### src/rtl/bfmt_pkg.sv
package bfmt_pkg;

    // Width of one colour sample byte on the input side.
    parameter int unsigned CH_W = 8;

    // Operating mode of the formatter.
    typedef enum logic {
        MODE_SEEK  = 1'b0,
        MODE_PIXEL = 1'b1
    } fmt_mode_e;

    // Number of samples that make one output pixel.
    localparam int unsigned GROUP_BYTES = 4;

    // Position of each sample within a group.
    localparam int unsigned SLOT_G1 = 0;
    localparam int unsigned SLOT_B  = 1;
    localparam int unsigned SLOT_G2 = 2;
    localparam int unsigned SLOT_R  = 3;

endpackage

### src/rtl/bfmt_marker_seek.sv
// Streaming detector for the pattern MARK, any byte, MARK.
// It keeps one flag for each of the two previous accepted bytes. The pattern is
// complete when the current byte and the byte two positions back both match.
// Overlapping candidates therefore need no special restart path.
module bfmt_marker_seek #(
    parameter int unsigned      CH_W = 8,
    parameter logic [CH_W-1:0]  MARK = 'h10
) (
    input  logic            clk,
    input  logic            rst_n,
    input  logic            byte_fire,
    input  logic [CH_W-1:0] byte_data,
    output logic            hit
);

    typedef struct packed {
        logic older;   // byte two positions back matched MARK
        logic newer;   // previous byte matched MARK
    } seek_t;

    seek_t s_d, s_q;
    logic  cur_mark;

    always_comb begin
        s_d      = s_q;
        cur_mark = (byte_data == MARK);
        hit      = byte_fire && cur_mark && s_q.older;
        if (byte_fire) begin
            if (hit) begin
                s_d = '0;
            end else begin
                s_d.older = s_q.newer;
                s_d.newer = cur_mark;
            end
        end
    end

    always_ff @(posedge clk) begin
        if (!rst_n) begin
            s_q <= '0;
        end else begin
            s_q <= s_d;
        end
    end

endmodule

### src/rtl/bfmt_quad_pack.sv
// Collects G1, B, G2 and combines them with the arriving R byte into one pixel.
module bfmt_quad_pack
    import bfmt_pkg::*;
#(
    parameter int unsigned CH_W = 8
) (
    input  logic            clk,
    input  logic            rst_n,
    input  logic            restart,
    input  logic            byte_fire,
    input  logic [CH_W-1:0] byte_data,
    output logic            grp_last,
    output logic            grp_done,
    output logic [CH_W-1:0] pix_r,
    output logic [CH_W-1:0] pix_g,
    output logic [CH_W-1:0] pix_b
);

    localparam int unsigned PH_W = $clog2(GROUP_BYTES);
    localparam logic [PH_W-1:0] PH_G1 = PH_W'(SLOT_G1);
    localparam logic [PH_W-1:0] PH_B  = PH_W'(SLOT_B);
    localparam logic [PH_W-1:0] PH_G2 = PH_W'(SLOT_G2);
    localparam logic [PH_W-1:0] PH_R  = PH_W'(SLOT_R);

    typedef struct packed {
        logic [PH_W-1:0] phase;
        logic [CH_W-1:0] g1;
        logic [CH_W-1:0] b;
        logic [CH_W-1:0] g2;
    } pack_t;

    pack_t p_d, p_q;
    logic [CH_W-1:0] half_g1, half_g2;

    always_comb begin
        p_d      = p_q;
        grp_last = (p_q.phase == PH_R);
        grp_done = byte_fire && grp_last;

        // Each green is halved on its own, so the sum never exceeds CH_W bits.
        half_g1 = p_q.g1 >> 1;
        half_g2 = p_q.g2 >> 1;
        pix_r   = byte_data;
        pix_g   = half_g1 + half_g2;
        pix_b   = p_q.b;

        if (restart) begin
            p_d.phase = PH_G1;
        end else if (byte_fire) begin
            unique case (p_q.phase)
                PH_G1:   p_d.g1 = byte_data;
                PH_B:    p_d.b  = byte_data;
                PH_G2:   p_d.g2 = byte_data;
                default: ;
            endcase
            p_d.phase = p_q.phase + 1'b1;
        end
    end

    always_ff @(posedge clk) begin
        if (!rst_n) begin
            p_q <= '0;
        end else begin
            p_q <= p_d;
        end
    end

endmodule

### src/rtl/bfmt_raster_pos.sv
// Column and row position of the next pixel to be formed within the frame.
module bfmt_raster_pos #(
    parameter int unsigned COLS = 176,
    parameter int unsigned ROWS = 144
) (
    input  logic clk,
    input  logic rst_n,
    input  logic restart,
    input  logic step,
    output logic at_eol,
    output logic at_eof
);

    localparam int unsigned COL_W = (COLS > 1) ? $clog2(COLS) : 1;
    localparam int unsigned ROW_W = (ROWS > 1) ? $clog2(ROWS) : 1;
    localparam logic [COL_W-1:0] COL_LAST = COL_W'(COLS - 1);
    localparam logic [ROW_W-1:0] ROW_LAST = ROW_W'(ROWS - 1);

    typedef struct packed {
        logic [COL_W-1:0] col;
        logic [ROW_W-1:0] row;
    } pos_t;

    pos_t r_d, r_q;

    always_comb begin
        r_d    = r_q;
        at_eol = (r_q.col == COL_LAST);
        at_eof = at_eol && (r_q.row == ROW_LAST);
        if (restart) begin
            r_d = '0;
        end else if (step) begin
            if (at_eof) begin
                r_d = '0;
            end else if (at_eol) begin
                r_d.col = '0;
                r_d.row = r_q.row + 1'b1;
            end else begin
                r_d.col = r_q.col + 1'b1;
            end
        end
    end

    always_ff @(posedge clk) begin
        if (!rst_n) begin
            r_q <= '0;
        end else begin
            r_q <= r_d;
        end
    end

endmodule

### src/rtl/bayer_rgb_formatter.sv
module bayer_rgb_formatter
    import bfmt_pkg::*;
#(
    parameter int unsigned      CH_W = bfmt_pkg::CH_W,
    parameter int unsigned      COLS = 176,
    parameter int unsigned      ROWS = 144,
    parameter logic [CH_W-1:0]  MARK = 'h10
) (
    input  logic              clk,
    input  logic              rst_n,
    input  logic              in_valid,
    output logic              in_ready,
    input  logic [CH_W-1:0]   in_data,
    output logic              out_valid,
    input  logic              out_ready,
    output logic [3*CH_W-1:0] out_rgb,
    output logic              out_eol,
    output logic              out_eof
);

    localparam int unsigned RGB_W = 3 * CH_W;

    typedef struct packed {
        fmt_mode_e        mode;
        logic             valid;
        logic [RGB_W-1:0] rgb;
        logic             eol;
        logic             eof;
    } top_t;

    top_t t_d, t_q;

    logic            synced;
    logic            byte_fire;
    logic            seek_fire;
    logic            pix_fire;
    logic            hit;
    logic            grp_last;
    logic            grp_done;
    logic            at_eol;
    logic            at_eof;
    logic            slot_busy;
    logic [CH_W-1:0] pix_r, pix_g, pix_b;

    assign synced    = (t_q.mode == MODE_PIXEL);
    assign slot_busy = t_q.valid && !out_ready;
    assign in_ready  = !synced || !(grp_last && slot_busy);
    assign byte_fire = in_valid && in_ready;
    assign seek_fire = byte_fire && !synced;
    assign pix_fire  = byte_fire && synced;

    bfmt_marker_seek #(
        .CH_W (CH_W),
        .MARK (MARK)
    ) u_seek (
        .clk       (clk),
        .rst_n     (rst_n),
        .byte_fire (seek_fire),
        .byte_data (in_data),
        .hit       (hit)
    );

    bfmt_quad_pack #(
        .CH_W (CH_W)
    ) u_pack (
        .clk       (clk),
        .rst_n     (rst_n),
        .restart   (hit),
        .byte_fire (pix_fire),
        .byte_data (in_data),
        .grp_last  (grp_last),
        .grp_done  (grp_done),
        .pix_r     (pix_r),
        .pix_g     (pix_g),
        .pix_b     (pix_b)
    );

    bfmt_raster_pos #(
        .COLS (COLS),
        .ROWS (ROWS)
    ) u_pos (
        .clk     (clk),
        .rst_n   (rst_n),
        .restart (hit),
        .step    (grp_done),
        .at_eol  (at_eol),
        .at_eof  (at_eof)
    );

    always_comb begin
        t_d = t_q;
        if (t_q.valid && out_ready) begin
            t_d.valid = 1'b0;
        end
        if (grp_done) begin
            t_d.valid = 1'b1;
            t_d.rgb   = {pix_r, pix_g, pix_b};
            t_d.eol   = at_eol;
            t_d.eof   = at_eof;
        end
        unique case (t_q.mode)
            MODE_SEEK:  if (hit) t_d.mode = MODE_PIXEL;
            MODE_PIXEL: if (grp_done && at_eof) t_d.mode = MODE_SEEK;
            default:    t_d.mode = MODE_SEEK;
        endcase
    end

    always_ff @(posedge clk) begin
        if (!rst_n) begin
            t_q <= '{mode: MODE_SEEK, valid: 1'b0, rgb: '0, eol: 1'b0, eof: 1'b0};
        end else begin
            t_q <= t_d;
        end
    end

    assign out_valid = t_q.valid;
    assign out_rgb   = t_q.rgb;
    assign out_eol   = t_q.valid && t_q.eol;
    assign out_eof   = t_q.valid && t_q.eof;

endmodule

### config.mk
export PLATFORM = sky130hd
export DESIGN_NAME = bayer_rgb_formatter
export DESIGN_NICKNAME = d
export VERILOG_FILES = /design/src/rtl/bfmt_pkg.sv /design/src/rtl/bfmt_marker_seek.sv /design/src/rtl/bfmt_quad_pack.sv /design/src/rtl/bfmt_raster_pos.sv /design/src/rtl/bayer_rgb_formatter.sv
export SDC_FILE = /design/constraint.sdc
export NUM_CORES = 1
export LEC_CHECK = 0
export ABC_AREA = 1
export CAP_MARGIN = 30
export CORE_ASPECT_RATIO = 2
export CORE_MARGIN = 2
export CORE_UTILIZATION = 35
export CTS_BUF_LIST = sky130_fd_sc_hd__clkbuf_2
export CTS_CLUSTER_DIAMETER = 200
export DETAILED_ROUTE_END_ITERATION = 10
export PLACE_DENSITY = 0.57
export SLEW_MARGIN = 10
export SYNTH_ARGS = -nofsm -noshare
export SYNTH_HDL_FRONTEND = slang
export SYNTH_HIERARCHICAL = 1
export SYNTH_SLANG_ARGS = --single-unit
### constraint.sdc
create_clock -name clk -period 2.98 [get_ports clk]
set_clock_uncertainty 0.2 [all_clocks]
set_input_delay 0.745 -clock clk [delete_from_list [all_inputs] [get_ports clk]]
set_output_delay 0.745 -clock clk [all_outputs]
set_load 0.03 [all_outputs]
Word level (Yosys, flattened, before mapping). Index checks and enable logic that the tools add are counted.

Bits in read-only memories: 0. Bits in latches: 0. Memories: 0. Memory bits (writable): 0. Output and inout port bits: 28. Register bits after elaboration: 72. Word-level logic and storage cells: 60.

Shift-type cells: 0. Bitwise gates (word level): 3. Muxes and demuxes: 9. Order comparisons: 0. Div/mod/pow operators: 0. Eq/ne operators: 6. Reduce and logical (&&, ||, !) cells: 25. Add/sub/neg operators: 4. Multipliers: 0.

Operators by type and width (count): 27-bit two-way mux (1); 8-bit by 1-bit adder with 8-bit output, second input constant (2); 8-bit == test, second input constant (2); 16-bit two-way mux (1); 8-bit two-way mux (2); 1-bit logical AND (13); 3-bit AND reduction (3); 7-bit by 7-bit adder with 8-bit output (1); 8-bit by 5-bit == test with 1-bit output, second input constant (1); 2-bit == test, second input constant (2); 2-bit nonzero test (2); 1-bit zero test (3); 1-bit two-way mux (3); 1-bit NOT (3); 2-bit by 1-bit adder with 2-bit output, second input constant (1); 2-bit by 1-bit == test with 1-bit output, second input constant (1); 2-bit zero test (1); 2-bit two-way mux (1); 1-bit one-hot mux with 2 select lines (1); 2-bit AND reduction (1); 2-bit OR reduction (1); 1-bit logical OR (1).

Longest topological paths before layout. Gate-level depths: netlist of run 1.

Depth after elaboration: 11. Depth in mapped cells: 16.

Modules after synthesis. Netlist of run 1, hierarchy kept.

Modules (own cells, without submodules): bfmt_quad_pack (seq. area each 480.5 sq um, cells an instance 180, area an instance 1412.6 sq um, times used 1); bayer_rgb_formatter (seq. area each 560.5 sq um, cells an instance 157, area an instance 1237.4 sq um, times used 1); bfmt_raster_pos (seq. area each 320.3 sq um, cells an instance 134, area an instance 918.4 sq um, times used 1); bfmt_marker_seek (seq. area each 40.0 sq um, cells an instance 24, area an instance 138.9 sq um, times used 1).

Worst setup path before layout of run 1. No wires, ideal clock.

Kind: input port to flip-flop. From: in out_ready. To: reg u_pos/r_q[7] in the netlist's numbering. Slack: 734 ps. Data arrival time: 1929 ps. Stages: 15. Data required time: 2663 ps. Library setup time: 117 ps. Path buffers: 2. Path through: inv_1 > nand3_1 > nand3_1 > inv_1 > buf_6 > nand2_1 > inv_1 > buf_4 > nand2_2 > inv_2 > nand2_4 > nor2_8 > nand4_1 > nand2_1 > nor2_2.

Elaborated cells between the ends (all ways): 13. Those cells by class: reduce/logical (13).

RTL lines: from (decl) (line bayer_rgb_formatter.sv:15) `input logic out_ready,`; 1-bit zero test (line bayer_rgb_formatter.sv:46) `assign slot_busy = t_q.valid && !out_ready;`; 1-bit logical AND (line bayer_rgb_formatter.sv:46); 1-bit logical AND (line bayer_rgb_formatter.sv:47) `assign in_ready = !synced || !(grp_last && slot_busy);`; 1-bit zero test (line bayer_rgb_formatter.sv:47); 1-bit logical OR (line bayer_rgb_formatter.sv:47); 1-bit logical AND (line bayer_rgb_formatter.sv:48) `assign byte_fire = in_valid && in_ready;`; 1-bit logical AND (line bayer_rgb_formatter.sv:50) `assign pix_fire = byte_fire && synced;`; net pix_fire (line bayer_rgb_formatter.sv:36) `logic pix_fire;`; 1-bit logical AND (line bfmt_quad_pack.sv:38) `grp_done = byte_fire && grp_last;`; net grp_done (line bayer_rgb_formatter.sv:39) `logic grp_done;`; 2-bit AND reduction (no line); to (signal assigned) (line bfmt_raster_pos.sv:48) `r_q <= r_d;`; to (decl) (line bfmt_raster_pos.sv:24) `pos_t r_d, r_q;`.

The timed path passes the listed nets, and every way through them passes these cells. A chain may end at the register's enable or synchronous reset.

Worst setup path after layout of run 1.
From: reg t_q (netlist bit out_valid). To: out out_eol.

Word-level cells in the longest chain between the ends: 1.

Ends and longest elaborated chain: from (decl) (line bayer_rgb_formatter.sv:31) `top_t t_d, t_q;`; from (signal assigned) (line bayer_rgb_formatter.sv:110) `t_q <= '{mode: MODE_SEEK, valid: 1'b0, rgb: '0, eol: 1'b0, eof: 1'b0};`; from (signal assigned) (line bayer_rgb_formatter.sv:112) `t_q <= t_d;`; 1-bit logical AND (line bayer_rgb_formatter.sv:118) `assign out_eol = t_q.valid && t_q.eol;`; to (decl) (line bayer_rgb_formatter.sv:17) `output logic out_eol,`.

Every way passes these cells.

==> impl_metrics.env, run 1 <==
export IMPL_status="finished, final reports clean"
export IMPL_grt_pass1_wl_um=13400
export IMPL_synth_async_reset_ratio_pct=0
export IMPL_fin_tns_setup_ns=0
export IMPL_drc=0
export IMPL_path_cells="nand2_1 -> inv_1 -> clkdlybuf4s50_1"
export IMPL_dp_hpwl_um=6080
export IMPL_setup_worst_path_end="out_eol"
export IMPL_crit_arrival_ns=1.81
export IMPL_synth_edf_count=0
export IMPL_multi_input_area_mm2=0.00161
export IMPL_min_path_type="flop to flop"
export IMPL_combPwrFrac_pct=4.3
export IMPL_gp_congestion=0.813
export IMPL_ys_types=33
export IMPL_post_cts_buffers=0
export IMPL_ys_seq_area_share_pct=37.8
export IMPL_drt_iter0_drc=116
export IMPL_syn_nets=521
export IMPL_max_vdd_ir_drop_mv=0.179
export IMPL_critical_path_buf_inv_count=2
export IMPL_r2r_start="u_pack/p_q[24]"
export IMPL_finish_utilization_pct=39.0
export IMPL_top_layer="met4"
export IMPL_intPower_mw=1.24
export IMPL_die_area_mm2=0.0115
export IMPL_grt_start_max_net_pins=53
export IMPL_syn_inst=495
export IMPL_p_clk_share_pct=38.4
export IMPL_r2r_slack_ns=0.85
export IMPL_ant_nets=0
export IMPL_ys_warn_count=6
export IMPL_fillers=1148
export IMPL_synth_area_mm2=0.00371
export IMPL_routed_via_density=4.62
export IMPL_p_sw_uw=399
export IMPL_worstSetupStartpointType="flop"
export IMPL_period_share_pct=92.5
export IMPL_die_w_um=76.8
export IMPL_clk_latency_ns=0.54
export IMPL_cellPowerDensity_mw_per_mm2=404
export IMPL_overflow=0
export IMPL_ys_flop_type="dfxtp_1"
export IMPL_post_route_cell_area_mm2=0.00406
export IMPL_clock_sinks=70
export IMPL_cp_required_ns=2.04
export IMPL_cts_root_buf="clkbuf_2"
export IMPL_pwr_share_seq_pct=57.3
export IMPL_path_max_fanout=5
export IMPL_setup_worst_path_end_class="output pin"
export IMPL_numCtsBuffers=9
export IMPL_critical_path_max_stage_delay_ns=0.67
export IMPL_final_net_count=530
export IMPL_start_util_pct=35.6
export IMPL_clk_pin_slew_ns=0.23
export IMPL_preCtsSetupSlack_ns=0.0745
export IMPL_cts_resized=0
export IMPL_fin_crit_ns=2.76
export IMPL_cts_max_path_buffers=2
export IMPL_met3_length_um=234
export IMPL_path_class="flop to output pin"
export IMPL_p_leak_nw=1.77
export IMPL_setup_violations=0
export IMPL_cp_top_family="buffers and inverters"
export IMPL_totalWireLength_um=8170
export IMPL_via_count=2991
export IMPL_slew_headroom_pct=67.3
export IMPL_ctsHoldBuffers=0
export IMPL_grt_setup_unrepaired="no"
export IMPL_drv_cap=0
export IMPL_drive_gt1_share_pct=12.8
export IMPL_io_buffers=39
export IMPL_syn_avg_cell_area_um2=7.49
export IMPL_r2r_cells=10
export IMPL_dpl_cell_area_mm2=0.00392
export IMPL_power_share_switching_pct=24.3
export IMPL_wl_met2_um=4660
export IMPL_area_growth_syn_to_layout_pct=9.48
export IMPL_startpoint="out_valid"
export IMPL_grt_util_all_layers_pct=15.2
export IMPL_synth_largest_area_cell="dfxtp_1"
export IMPL_ctsHtreeMaxLevel=3
export IMPL_timing_hold_violations_final=0
export IMPL_rows=53
export IMPL_worst_pin_slew_ns=0.491
export IMPL_seq_area_mm2=0.00140
export IMPL_cp_depth=3
export IMPL_dr_pass1_iters=4
export IMPL_setup_slack_ns=0.225
export IMPL_slowest_stage="clkdlybuf4s50_1"
export IMPL_core_mm2=0.0104
export IMPL_synth_seq_cells=70
export IMPL_chipHeight_um=150
export IMPL_max_freq_ghz=0.363
export IMPL_grt_pass1_vias=2905
export IMPL_tritoncts="built"
export IMPL_io_pins=40
export IMPL_synth_top_area_share_pct=37.8
export IMPL_antenna_found_initial=1
export IMPL_yosys_top_cells_area="dfxtp_1, nor2_1, buf_4"
export IMPL_reg2reg_to="u_pos/r_q[2]"
export IMPL_hold_ws_ns=0.252
export IMPL_wire_per_inst_um=12.6
export IMPL_report_final_slew_viol_count=0
export IMPL_wirelength_met1_um=2980
-- placed cells by master, fill, tap and decap left out, drive strengths merged, types with 2 or more instances in the layout --
| cell type | n |
|---|---|
| ha | 13 |
| clkdlybuf4s50 | 38 |
| clkinv | 5 |
| buf | 14 |
| o21ai | 56 |
| bufinv | 2 |
| dfxtp | 70 |
| inv | 66 |
| xnor2 | 4 |
| a21oi | 35 |
| nand4 | 3 |
| nand2 | 66 |
| nor2 | 97 |
| nand3 | 22 |
| clkbuf | 9 |
-- through the flow --
stage               total power, mW  cells
detailed placement             1.03    630
global route                   1.72    647
CTS                            1.67    646
global placement               1.03    630
floorplan                     0.994    495
finish                         1.64    647
-- how the worst min path moves through the flow --
stage / startpoint / endpoint / slack [ns] / cells after the start
2_1_floorplan: u_pack/pix_b[4] / u_pack/pix_b[4] / 0.22 / 2
5_1_grt: u_pack/half_g1[6] / u_pack/half_g1[6] / 0.29 / 2
4_1_cts: u_seek/s_q[0] / u_seek/s_q[1] / 0.26 / 2
3_3_place_gp: u_pack/pix_b[5] / u_pack/pix_b[5] / 0.23 / 2
6_report: u_seek/s_q[0] / u_seek/s_q[1] / 0.25 / 2
3_5_place_dp: u_pack/pix_b[0] / u_pack/pix_b[0] / 0.24 / 2
-- worst reg2reg max path: cells and delay by family (launching register included) --
kind | cells | cell delay [ns]
fa+ha+maj | 1 | 0.25
simple gates | 3 | 0.24
flops | 1 | 0.39
buf+inv | 4 | 0.71
compound gates | 2 | 0.24
-- Yosys cell counts (2+ instances only) --
| cell type | n |
|---|---|
| inv_2 | 7 |
| o21ai_1 | 29 |
| buf_4 | 41 |
| ha_1 | 13 |
| nand2_1 | 59 |
| inv_1 | 58 |
| nor2_1 | 86 |
| nand4_1 | 3 |
| nor2_4 | 2 |
| a21oi_1 | 35 |
| nand2_4 | 2 |
| o21ai_2 | 6 |
| nor2_2 | 8 |
| buf_2 | 2 |
| dfxtp_1 | 70 |
| nand3_1 | 18 |
| o21ai_0 | 21 |
| nand2_2 | 5 |
| buf_6 | 11 |
| nand3_4 | 3 |
| xnor2_1 | 4 |
-- flip-flops by register name, indices dropped and copies added, names as in the netlist --
name            count
u_pack/half_g2      7
synced              1
out_rgb            24
out_valid           1
u_pack/p_q          2
u_seek/s_q          2
u_pack/half_g1      7
u_pack/pix_b        8
u_pos/r_q          16
t_q                 2
-- area by class of cell --
| cell class | count | area share (%) |
|---|---|---|
| clock buffers | 9 | 1.11 |
| flip-flops and latches | 70 | 34.5 |
| multi-input cells | 304 | 39.6 |
| well taps | 137 | 4.22 |
| diodes | 1 | 0.0617 |
| clock inverters | 7 | 2.19 |
| repair buffers | 52 | 12.0 |
| inverters | 67 | 6.35 |
-- per-layer routing --
metal  track usage (%)  vias to the layer above
li1                  -                     1540
met1              14.0                     1376
met2              29.7                       51
met3              3.14                       24
met4              8.91                        0
met5                 0                        -
-- cell families (layout without fill, tap and decap cells) --
| kind of cell | after synthesis | after routing | synth area share, % |
|---|---|---|---|
| xor+xnor | 5 | 5 | 1.18 |
| buf+inv | 121 | 135 | 18.9 |
| fa+ha+maj | 14 | 14 | 4.93 |
| simple gates | 191 | 191 | 23.7 |
| compound gates | 94 | 94 | 13.5 |
| flops | 70 | 70 | 37.8 |
| other cells | 0 | 1 | 0 |
-- power groups by stage --
stage                     clock network, mW  logic [mW]  registers [mW]
after floorplan                           0      0.0367           0.957
after global placement                    0      0.0705           0.958
after detailed placement                  0      0.0708           0.958
after CTS                             0.656      0.0711           0.939
after global routing                  0.705      0.0771           0.940
final                                 0.630      0.0702           0.939
Power figures use the tool's default switching activity.
==> inputs of run 2 (changes only) <==
- MAX_ROUTING_LAYER: unset -> met4
- PLACE_DENSITY: 0.57 -> 0.62
==> run 2 against run 1 <==
Setup slack gained 0.063 ns. Die area is the same. Combinational power is essentially flat. Clock-buffer cell count is the same. Highest routed layer unchanged. Global-route usage grew 0.058 points. Fmax grew 2.3%. Sequential share of layout area grew 0.16 points. Register-to-register slack gained 0.05 ns. Sequential cell count is the same. Wire length shrank 4.3%.
==> impl_metrics.env, run 2 (synthesis results as in run 1) <==
export IMPL_r2r_start="u_pack/p_q[24]"
export IMPL_clk_latency_ns=0.54
export IMPL_cellPowerDensity_mw_per_mm2=374
export IMPL_combPwrFrac_pct=4.6
export IMPL_grt_util_all_layers_pct=15.2
export IMPL_hold_path_endpoint="u_pack/pix_b[3]"
export IMPL_io_buffers=39
export IMPL_fin_tns_setup_ns=0
export IMPL_reg2reg_to="u_pos/r_q[3]"
export IMPL_totalWireLength_um=7810
export IMPL_status="finished, final reports clean"
export IMPL_via_count=2944
export IMPL_layout_commonest_cell="nor2_1"
export IMPL_setup_worst_path_end_class="output pin"
export IMPL_r2r_slack_ns=0.90
export IMPL_r2r_cells=11
export IMPL_ctsHoldBuffers=0
export IMPL_antenna_found_initial=1
export IMPL_grt_pass1_vias=2928
export IMPL_path_max_fanout=5
export IMPL_critical_path_max_stage_delay_ns=0.67
export IMPL_power_total_mw=1.51
export IMPL_cts_max_path_buffers=2
export IMPL_post_cts_buffers=0
export IMPL_intPower_mw=1.09
export IMPL_clk_pin_slew_ns=0.22
export IMPL_setup_violations=0
export IMPL_grt_start_max_net_pins=53
export IMPL_holdPathStages=2
export IMPL_slowest_stage="clkdlybuf4s50_1"
export IMPL_largest_register_ffs=24
export IMPL_power_share_switching_pct=28.0
export IMPL_fin_crit_ns=2.69
export IMPL_final_cell_mix="nor2_1, dfxtp_1, nand2_1"
export IMPL_path_cells="nand2_1 -> inv_1 -> clkdlybuf4s50_1"
export IMPL_grt_setup_unrepaired="no"
export IMPL_worstSetupStartpointType="flop"
export IMPL_io_pins=40
export IMPL_drt_iter0_drc=125
export IMPL_p_sw_uw=423
export IMPL_dp_hpwl_um=5910
export IMPL_core_mm2=0.0104
export IMPL_dr_pass1_iters=4
export IMPL_ant_nets=0
export IMPL_die_w_um=76.8
export IMPL_tritoncts="built"
export IMPL_max_vdd_ir_drop_mv=0.112
export IMPL_die_area_mm2=0.0115
export IMPL_p_clk_share_pct=33.1
export IMPL_worst_pin_slew_ns=0.496
export IMPL_p_leak_nw=1.75
export IMPL_ctsHtreeMaxLevel=3
export IMPL_drc=0
export IMPL_min_delay_start="u_pack/pix_b[3]"
export IMPL_pwr_share_seq_pct=62.2
export IMPL_min_path_type="flop to flop"
export IMPL_grt_pass1_wl_um=13400
export IMPL_drv_cap=0
export IMPL_clock_sinks=70
export IMPL_area_growth_syn_to_layout_pct=8.98
export IMPL_cp_required_ns=2.04
export IMPL_cts_resized=0
export IMPL_numCtsBuffers=9
export IMPL_cts_root_buf="clkbuf_2"
export IMPL_drive_gt1_share_pct=13.2
export IMPL_final_net_count=530
export IMPL_report_final_slew_viol_count=0
export IMPL_routed_via_density=4.55
export IMPL_wire_per_inst_um=12.1
export IMPL_overflow=0
export IMPL_period_share_pct=90.4
export IMPL_timing_hold_violations_final=0
export IMPL_rows=53
export IMPL_chipHeight_um=150
export IMPL_max_freq_ghz=0.371
export IMPL_gp_congestion=0.820
export IMPL_cp_top_family="buffers and inverters"
export IMPL_crit_arrival_ns=1.75
export IMPL_start_util_pct=35.6
export IMPL_critical_path_buf_inv_count=2
export IMPL_path_class="flop to output pin"
export IMPL_slew_headroom_pct=66.9
## run 2: cell count changes in the layout (fill, tap and decap cells not counted), sizes merged
cell      change
bufinv        -2
inv           +2
clkinv        -2
clkinvlp      +2
## run 2: how the worst max path moves through the flow
stage                     cells after the start      start           endpoint  slack [ns]
after floorplan                              15  out_ready       u_pos/r_q[7]        0.73
after global placement                       11   in_valid  u_pack/half_g2[6]        0.11
after detailed placement                     11   in_valid  u_pack/half_g1[5]        0.05
after CTS                                     3  out_valid            out_eol        0.23
after global routing                          3  out_valid            out_eof        0.17
final                                         3  out_valid            out_eof        0.29
## run 2: metal layers
layer  GRT usage [%]  wire length (um)  vias to the layer above  share of wire (%)
met3            3.50               234                       10                3.0
met2            29.3              4470                       37                 57
li1                -                 -                     1540                  -
met5               -                 0                        -                  0
met1            14.2              2940                     1357                 38
met4            6.27               165                        0                2.1
## run 2: metrics by stage
step	worst slack [ns]	std cells	utilization [%]	hold WS, ns	instance area, um^2
6_report	0.287	647	38.8	0.263	4040
5_1_grt	0.167	647	38.8	0.286	4040
4_1_cts	0.226	646	38.8	0.264	4040
3_5_place_dp	0.0493	630	37.8	0.239	3940
3_3_place_gp	0.110	630	37.8	0.235	3940
2_1_floorplan	0.734	495	-	0.221	3710
## run 2: layout make-up
type / instances / area (um^2)
diodes: 1 / 2.50
clock buffers: 9 / 45.0
fillers: 1112 / 6370
well taps: 137 / 171
multi-input cells: 304 / 1610
clock inverters: 7 / 57.6
repair buffers: 52 / 498
inverters: 67 / 258
flip-flops and latches: 70 / 1400
## run 2: power by group through the flow
stage	Sequential (mW)	Combinational, mW	Clock [mW]
floorplan	0.957	0.0367	0
global placement	0.958	0.0700	0
detailed placement	0.958	0.0703	0
CTS	0.940	0.0707	0.531
global route	0.941	0.0770	0.573
finish	0.940	0.0702	0.500
## run 2: worst min-delay path, stage by stage (launching register included)
cell	delay [ns]
dfxtp_1	0.36
inv_1	0.05
a21oi_1	0.05
==> inputs of run 3 (changes only) <==
- ABC_CLOCK_PERIOD_IN_PS: unset -> 2980
- CORE_MARGIN: 2 -> unset
==> run 3 against run 2 <==
Critical path depth stayed put. Register-to-register slack improved by 0.02 ns. Highest routed layer unchanged. Critical endpoint is now out_eol. First-iteration DRC count up 58%.
==> impl_metrics.env, run 3 (synthesis results as in run 1) <==
export IMPL_multi_input_area_mm2=0.00161
export IMPL_met3_usage_pct=3.14
export IMPL_startpoint="out_valid"
export IMPL_ctsHoldBuffers=0
export IMPL_max_vdd_ir_drop_mv=0.147
export IMPL_largest_register_ffs=24
export IMPL_clk_pin_slew_ns=0.19
export IMPL_fin_tns_setup_ns=0
export IMPL_path_class="flop to output pin"
export IMPL_slowest_stage="clkdlybuf4s50_1"
export IMPL_fin_crit_ns=2.76
export IMPL_via_count=2924
export IMPL_critical_path_buf_inv_count=2
export IMPL_top_usage_layer="met2"
export IMPL_numCtsBuffers=9
export IMPL_overflow=0
export IMPL_r2r_start="u_pack/p_q[24]"
export IMPL_die_area_mm2=0.0110
export IMPL_chipHeight_um=148
export IMPL_layout_commonest_cell="nor2_1"
export IMPL_min_delay_start="u_pack/pix_b[4]"
export IMPL_gp_congestion=0.790
export IMPL_cp_required_ns=2.04
export IMPL_power_total_mw=1.56
export IMPL_report_final_slew_viol_count=0
export IMPL_critical_path_max_stage_delay_ns=0.66
export IMPL_status="finished, final reports clean"
export IMPL_drc=0
export IMPL_path_max_fanout=5
export IMPL_drt_iter0_drc=197
export IMPL_io_buffers=39
export IMPL_p_leak_nw=1.77
export IMPL_worst_pin_slew_ns=0.492
export IMPL_timing_hold_violations_final=0
export IMPL_dr_pass1_iters=5
export IMPL_dpl_cell_count=630
export IMPL_fillers=1075
export IMPL_grt_util_all_layers_pct=16.2
export IMPL_final_cell_mix="nor2_1, dfxtp_1, nand2_1"
export IMPL_totalWireLength_um=7850
export IMPL_ant_nets=0
export IMPL_setup_violations=0
export IMPL_cellPowerDensity_mw_per_mm2=386
export IMPL_grt_setup_unrepaired="no"
export IMPL_grt_start_max_net_pins=53
export IMPL_ctsHtreeMaxLevel=3
export IMPL_tritoncts="built"
export IMPL_cts_root_buf="clkbuf_2"
export IMPL_period_share_pct=92.8
export IMPL_hold_ws_ns=0.263
export IMPL_clk_latency_ns=0.53
export IMPL_core_mm2=0.0102
export IMPL_fin_cells=647
export IMPL_grt_pass1_wl_um=12900
export IMPL_path_cells="nand2_1 -> inv_1 -> clkdlybuf4s50_1"
export IMPL_grt_pass1_vias=2836
export IMPL_worstSetupStartpointType="flop"
export IMPL_wire_per_inst_um=12.1
export IMPL_final_net_count=532
export IMPL_min_path_type="flop to flop"
export IMPL_start_util_pct=36.3
export IMPL_drive_gt1_share_pct=13.5
export IMPL_io_pins=40
export IMPL_dp_hpwl_um=6020
export IMPL_cts_resized=0
export IMPL_post_cts_buffers=0
export IMPL_slew_headroom_pct=67.2
export IMPL_cp_top_family="buffers and inverters"
export IMPL_clock_sinks=70
export IMPL_drv_cap=0
export IMPL_rows=52
export IMPL_setup_worst_path_end_class="output pin"
export IMPL_max_freq_ghz=0.362
export IMPL_routed_via_density=4.52
export IMPL_die_w_um=74.8
export IMPL_cts_max_path_buffers=2
export IMPL_seq_area_mm2=0.00140
export IMPL_grt_use_met2_pct=30.2
export IMPL_crit_arrival_ns=1.82
export IMPL_grt_use_met1_pct=15.0
export IMPL_antenna_found_initial=1
export IMPL_area_growth_syn_to_layout_pct=9.45
[run 3: changes by cell type in the layout (fill, tap and decap cells not counted), sizes merged]
cell / delta
buf: +2
clkinv: +1
bufinv: +1
inv: -2
[run 3: cell type report]
| cell class | count | area share, % |
|---|---|---|
| clock inverters | 7 | 1.85 |
| inverters | 67 | 6.35 |
| clock buffers | 9 | 1.11 |
| repair buffers | 54 | 12.3 |
| multi-input cells | 304 | 39.6 |
| flip-flops and latches | 70 | 34.5 |
| diodes | 1 | 0.0617 |
| well taps | 135 | 4.16 |
[run 3: path summary, 6_finish.rpt]
check                          to  slack (ns)  cells after the start
setup / recovery          out_eol        0.22                      3
hold / removal    u_pack/pix_b[4]        0.26                      2
setup reg to reg     u_pos/r_q[4]        0.92                     11
hold reg to reg   u_pack/pix_b[4]        0.26                      2
[run 3: metal layers]
| metal | part of all wire, % | up-vias |
|---|---|---|
| li1 | - | 1540 |
| met1 | 37 | 1324 |
| met2 | 57 | 47 |
| met3 | 2.8 | 13 |
| met4 | 2.5 | 0 |
| met5 | 0 | - |
[run 3: metrics by stage]
step | util, % | setup slack, ns | cell area [um^2]
6_report | 39.7 | 0.216 | 4060
5_1_grt | 39.7 | 0.148 | 4060
4_1_cts | 39.7 | 0.165 | 4060
3_5_place_dp | 38.5 | 0.0690 | 3940
3_3_place_gp | 38.5 | 0.117 | 3940
2_1_floorplan | - | 0.734 | 3710
[run 3: worst reg2reg max path, stage by stage, from the launching register on]
cell,delay (ns)
dfxtp_1,0.39
ha_1,0.24
nand3_1,0.13
nand3_1,0.08
inv_1,0.09
nand2_1,0.06
inv_1,0.13
nand2_2,0.09
nor2_2,0.18
nand2_2,0.11
o21ai_2,0.21
nor2_1,0.07
[run 3: where the power goes]
| group | switching (mW) | total, mW | leakage [nW] | internal [mW] |
|---|---|---|---|---|
| registers | 0.000479 | 0.939 | 0.564 | 0.939 |
| clock network | 0.360 | 0.554 | 0.0641 | 0.193 |
| logic | 0.0404 | 0.0719 | 1.14 | 0.0315 |
| total | 0.401 | 1.56 | 1.77 | 1.16 |
